--- config.mk ---
export PLATFORM = sky130hd
export DESIGN_NAME = updn_cascade_ctr
export DESIGN_NICKNAME = d
export VERILOG_FILES = /design/src/rtl/updn_ctr_pkg.sv /design/src/rtl/updn_ctr_ctl.sv /design/src/rtl/updn_ctr_next.sv /design/src/rtl/updn_ctr_tc.sv /design/src/rtl/updn_cascade_ctr.sv
export SDC_FILE = /design/constraint.sdc
export NUM_CORES = 1
export LEC_CHECK = 0
export BUFFER_PORTS_ARGS = -buffer_cell sky130_fd_sc_hd__buf_2
export CORE_AREA = 2 2 39 41
export DETAILED_ROUTE_END_ITERATION = 7
export DIE_AREA = 0 0 41 43
export PLACE_DENSITY = 0.55
export SYNTH_ARGS = -nofsm -noshare
export SYNTH_HDL_FRONTEND = slang
export SYNTH_SLANG_ARGS = --single-unit
--- constraint.sdc ---
create_clock -name clk -period 1.9 [get_ports clk]
set_input_delay 0.19 -clock clk [delete_from_list [all_inputs] [get_ports clk]]
set_output_delay 0.19 -clock clk [all_outputs]
set_load 0.01 [all_outputs]
--- src/rtl/updn_ctr_pkg.sv ---
package updn_ctr_pkg;

  typedef enum logic [1:0] {
    OP_HOLD = 2'd0,
    OP_LOAD = 2'd1,
    OP_UP   = 2'd2,
    OP_DOWN = 2'd3
  } ctr_op_e;

endpackage

--- src/rtl/updn_ctr_ctl.sv ---
module updn_ctr_ctl
  import updn_ctr_pkg::*;
(
  input  logic    load_n,
  input  logic    up_dn,
  input  logic    en_par_n,
  input  logic    en_trk_n,
  output ctr_op_e op,
  output logic    do_load,
  output logic    do_count
);

  // load has precedence over both enables
  assign do_load  = ~load_n;
  assign do_count = load_n & ~en_par_n & ~en_trk_n;

  always_comb begin
    if (do_load)       op = OP_LOAD;
    else if (!do_count) op = OP_HOLD;
    else if (up_dn)     op = OP_UP;
    else                op = OP_DOWN;
  end

endmodule

--- src/rtl/updn_ctr_next.sv ---
module updn_ctr_next
  import updn_ctr_pkg::*;
#(
  parameter int W = 4
) (
  input  logic [W-1:0] cur,
  input  logic [W-1:0] din,
  input  ctr_op_e      op,
  output logic [W-1:0] nxt,
  output logic         wrap
);

  localparam logic [W-1:0] TOP = {W{1'b1}};

  function automatic logic [W-1:0] step_up(input logic [W-1:0] v);
    return (v == TOP) ? '0 : v + 1'b1;
  endfunction

  function automatic logic [W-1:0] step_down(input logic [W-1:0] v);
    return (v == '0) ? TOP : v - 1'b1;
  endfunction

  always_comb begin
    unique case (op)
      OP_LOAD: nxt = din;
      OP_UP:   nxt = step_up(cur);
      OP_DOWN: nxt = step_down(cur);
      default: nxt = cur;
    endcase
  end

  assign wrap = ((op == OP_UP) && (cur == TOP)) || ((op == OP_DOWN) && (cur == '0));

endmodule

--- src/rtl/updn_ctr_tc.sv ---
module updn_ctr_tc #(
  parameter int W = 4
) (
  input  logic [W-1:0] cnt,
  input  logic         up_dn,
  input  logic         en_trk_n,
  output logic         tc_n
);

  logic [W-1:0] all_hi;
  logic [W-1:0] all_lo;

  // bitwise look-ahead chains for the two end values
  genvar b;
  generate
    for (b = 0; b < W; b++) begin : g_bit
      if (b == 0) begin : g_first
        assign all_hi[b] = cnt[b];
        assign all_lo[b] = ~cnt[b];
      end else begin : g_rest
        assign all_hi[b] = all_hi[b-1] & cnt[b];
        assign all_lo[b] = all_lo[b-1] & ~cnt[b];
      end
    end
  endgenerate

  logic at_end;
  assign at_end = up_dn ? all_hi[W-1] : all_lo[W-1];
  assign tc_n   = ~(at_end & ~en_trk_n);

endmodule

--- src/rtl/updn_cascade_ctr.sv ---
module updn_cascade_ctr
  import updn_ctr_pkg::*;
#(
  parameter int W = 4
) (
  input  logic         clk,
  input  logic         rst,
  input  logic [W-1:0] din,
  input  logic         load_n,
  input  logic         up_dn,
  input  logic         en_par_n,
  input  logic         en_trk_n,
  output logic [W-1:0] cnt,
  output logic         tc_n
);

  ctr_op_e      op;
  logic         do_load;
  logic         do_count;
  logic         wrap;
  logic [W-1:0] nxt;
  logic [W-1:0] cnt_q;

  updn_ctr_ctl ctl_i (
    .load_n   (load_n),
    .up_dn    (up_dn),
    .en_par_n (en_par_n),
    .en_trk_n (en_trk_n),
    .op       (op),
    .do_load  (do_load),
    .do_count (do_count)
  );

  updn_ctr_next #(.W(W)) next_i (
    .cur  (cnt_q),
    .din  (din),
    .op   (op),
    .nxt  (nxt),
    .wrap (wrap)
  );

  updn_ctr_tc #(.W(W)) tc_i (
    .cnt      (cnt_q),
    .up_dn    (up_dn),
    .en_trk_n (en_trk_n),
    .tc_n     (tc_n)
  );

  always_ff @(posedge clk) begin
    if (rst) cnt_q <= '0;
    else     cnt_q <= nxt;
  end

  assign cnt = cnt_q;

endmodule

==> impl_metrics.csv <==
group,metric,value,unit
finish,diodes,0,
synth,synth_compound_area_frac,0.308,
grt,globalRouteTotalUtil,0.121,
place,hpwl,689,um
grt,grt_use_met3,0.0157,
finish,fillCellCount,141,
timing,fin_crit,1.78,ns
synth,yosysWarnings,0,
finish,largest_reg_flops,4,
pwr,vdd_drop_max,0.232,mV
route,drcViolationCount,0,
timing,finalCritPeriodShare,0.939,
finish,final_nets,79,
route,firstDrtPassIters,4,
grt,grt-ovfl-total,0,
worst_setup_path,critical_path_class,"flip-flop to output pin",
finish,seqCellArea,80.1,um^2
flow_run,drv_cap,0,
pwr,leakage,0.000214,uW
clocking,cts_tree,"yes",
synth,syn_inst,48,
place,dp_cells,76,
timing,drv_slew,0,
synth,yosys.area_share.simple,0.224,
clocking,root_buffer,"clkbuf_4",
synth,synth.ff_latch_count,4,
worst_setup_path,worstPathRequired,1.71,ns
floorplan,rows,14,
route,wl_per_cell,11.6,um
finish,multi_input_area,273,um^2
grt,grt_max_degree,11,
floorplan,die_w,41,um
route,routed_wirelength,914,um
timing,grt_setup_unrepaired,"false",
timing,skew,0.00168,ns
synth,synth_top_family_by_area,"compound AO/OA/AOI/OAI gates",
finish,drive_gt1_frac,0.365,
finish,layout.cells.non_filler,79,
synth,netlist_area,369,um^2
synth,seq_area_frac_synth,0.217,
clocking,clk_latency,0.24,ns
clocking,htreeDepth,1,
worst_setup_path,path_max_fanout,7,
floorplan,core,1380,um^2
clocking,numCtsBuffers,3,
hold_path,min_from,"rst",
synth,syn_avg_cell_area,7.69,um^2
outcome,outcome,"finished clean",
route,num_vias,417,
synth,synth_xor_xnor_area_share,0.0237,
synth,yosysUniqueCellTypes,31,
floorplan,die_area,1760,um^2
pwr,power-per-cell-area,627,nW/um^2
worst_setup_path,cp.arrival,1.59,ns
grt,grt_pass1_wl,1.44,mm
pwr,p_total,301,uW
timing,setup_viol,0,
route,avgViaCountPerCell,5.28,
place,port_buffers,14,
route,drt-initial-drc-count,15,
worst_setup_path,setup.worst_path.end_class,"output pin",
clocking,clkSlewWorstSetupHoldPaths,0.04,ns
timing,hold_violations,0,
clocking,ctsHoldBuffers,0,
grt,grt_pass1_vias,371,
floorplan,initial_core_util,0.267,
place,gp_congestion,0.729,
clocking,cts.path.max_buffers,2,
worst_setup_path,r2r-start,"cnt[1]",
timing,finalSetupTns,0,ns
route,ant_nets,0,
grt,use_met1,0.132,
finish,syn2layout_area_growth,30.2,%
synth,muxShareOfSynthArea,0.0271,
grt,met2_usage,0.194,
timing,hold_slack,0.145,ns
hold_path,hold_class,"primary input to flip-flop",
floorplan,die_h,43,um
clocking,cts.sinks,4,
synth,synth_nets,62,
worst_setup_path,worstSetupStartpointType,"flip-flop",
timing,timing.fmax,0.560,GHz
synth,yosys.area_share.adder,0.136,
grt,grt_most_used_layer,"met2",
worst_setup_path,crit_start,"cnt[1]",
timing,maxSlewHeadroom,0.793,
floorplan,io_pins,15,
grt,antenna_found_initial,0,
timing,tightest_slew,0.311,ns
final cells by class:
class                   count  area share
repair buffers             14       0.146
multi-input cells          38       0.568
flip-flops and latches      4       0.167
clock buffers               3      0.0469
inverters                   4      0.0312
well taps                  16      0.0417
cells by family (layout without fill, tap and decap cells):
family | count (synthesis) | after routing
buf+inv | 6 | 21
flops | 4 | 4
simple gates | 15 | 15
compound gates | 17 | 17
fa+ha+maj | 4 | 4
mux | 1 | 1
xor+xnor | 1 | 1
final timing paths:
kind / depth (start not counted) / slack [ns] / to
max: 5 / 0.12 / tc_n
min: 2 / 0.15 / cnt[0]
min reg2reg: 2 / 0.59 / cnt[0]
max reg2reg: 5 / 0.39 / cnt[2]
routing by layer:
layer  up-vias  part of all wire  routed length (um)
met5         -                 0                   0
met4         0             0.020                  18
met3         2             0.061                  56
met2        14              0.51                 470
met1       189              0.40                 368
li1        212                 -                   -
power breakdown:
part	internal (uW)	switching [uW]
Combinational	40.2	41.8
Clock	71.2	43.4
Sequential	90.9	13.5
Total	202	98.7
synth_stat cells, drive strengths merged:
cell type	count	area (um^2)
a211oi	1	7.51
a21boi	1	7.51
a21oi	5	25.0
a2bb2oi	1	8.76
a311oi	1	8.76
a31oi	1	6.26
a32oi	1	8.76
and2	1	6.26
and3	1	6.26
buf	1	5.00
clkbuf	1	3.75
dfxtp	4	80.1
ha	4	50.1
inv	4	15.0
mux2i	1	10.0
nand2	1	3.75
nand2b	1	6.26
nand3	1	5.00
nand4	1	6.26
nor2	3	11.3
nor3	3	15.0
o21ai	2	10.0
o21bai	1	7.51
o22ai	1	6.26
o311ai	1	8.76
o31a	1	8.76
or2	1	6.26
or3b	1	8.76
or4	1	7.51
xnor2	1	8.76
cells in the final DEF (no fill, tap or decap), drive strengths merged:
cell type,count
o22ai,1
ha,4
a21boi,1
o31a,1
xnor2,1
or3b,1
nand2b,1
clkbuf,3
a311oi,1
dfxtp,4
nor3,3
a21oi,5
or2,1
a31oi,1
a211oi,1
o21bai,1
and3,1
nand3,1
or4,1
nand2,1
and2,1
inv,4
a32oi,1
nor2,3
nand4,1
o21ai,2
o311ai,1
a2bb2oi,1
mux2i,1
buf,14
what timing repair did:
| action | in CTS | in global routing |
|---|---|---|
| resized for setup | 0 | 3 |
| endpoints found under the hold margin | 0 | 0 |
| setup endpoints to repair | 0 | 1 |
| setup buffers | 0 | 0 |
worst max-delay path: stages, from the launching register on:
cell	delay (ns)
dfxtp_1	0.44
ha_2	0.27
ha_1	0.16
a31oi_1	0.07
or2_2	0.27
buf_2	0.14
per-stage QoR:
stage	instance area [um^2]	setup WS, ns	utilization
after floorplan	369	0.456	-
after global placement	450	0.351	0.325
after detailed placement	450	0.339	0.325
after CTS	473	0.0685	0.342
after global routing	480	0.00507	0.347
final	480	0.116	0.347
(Power assumes the default switching activity.)
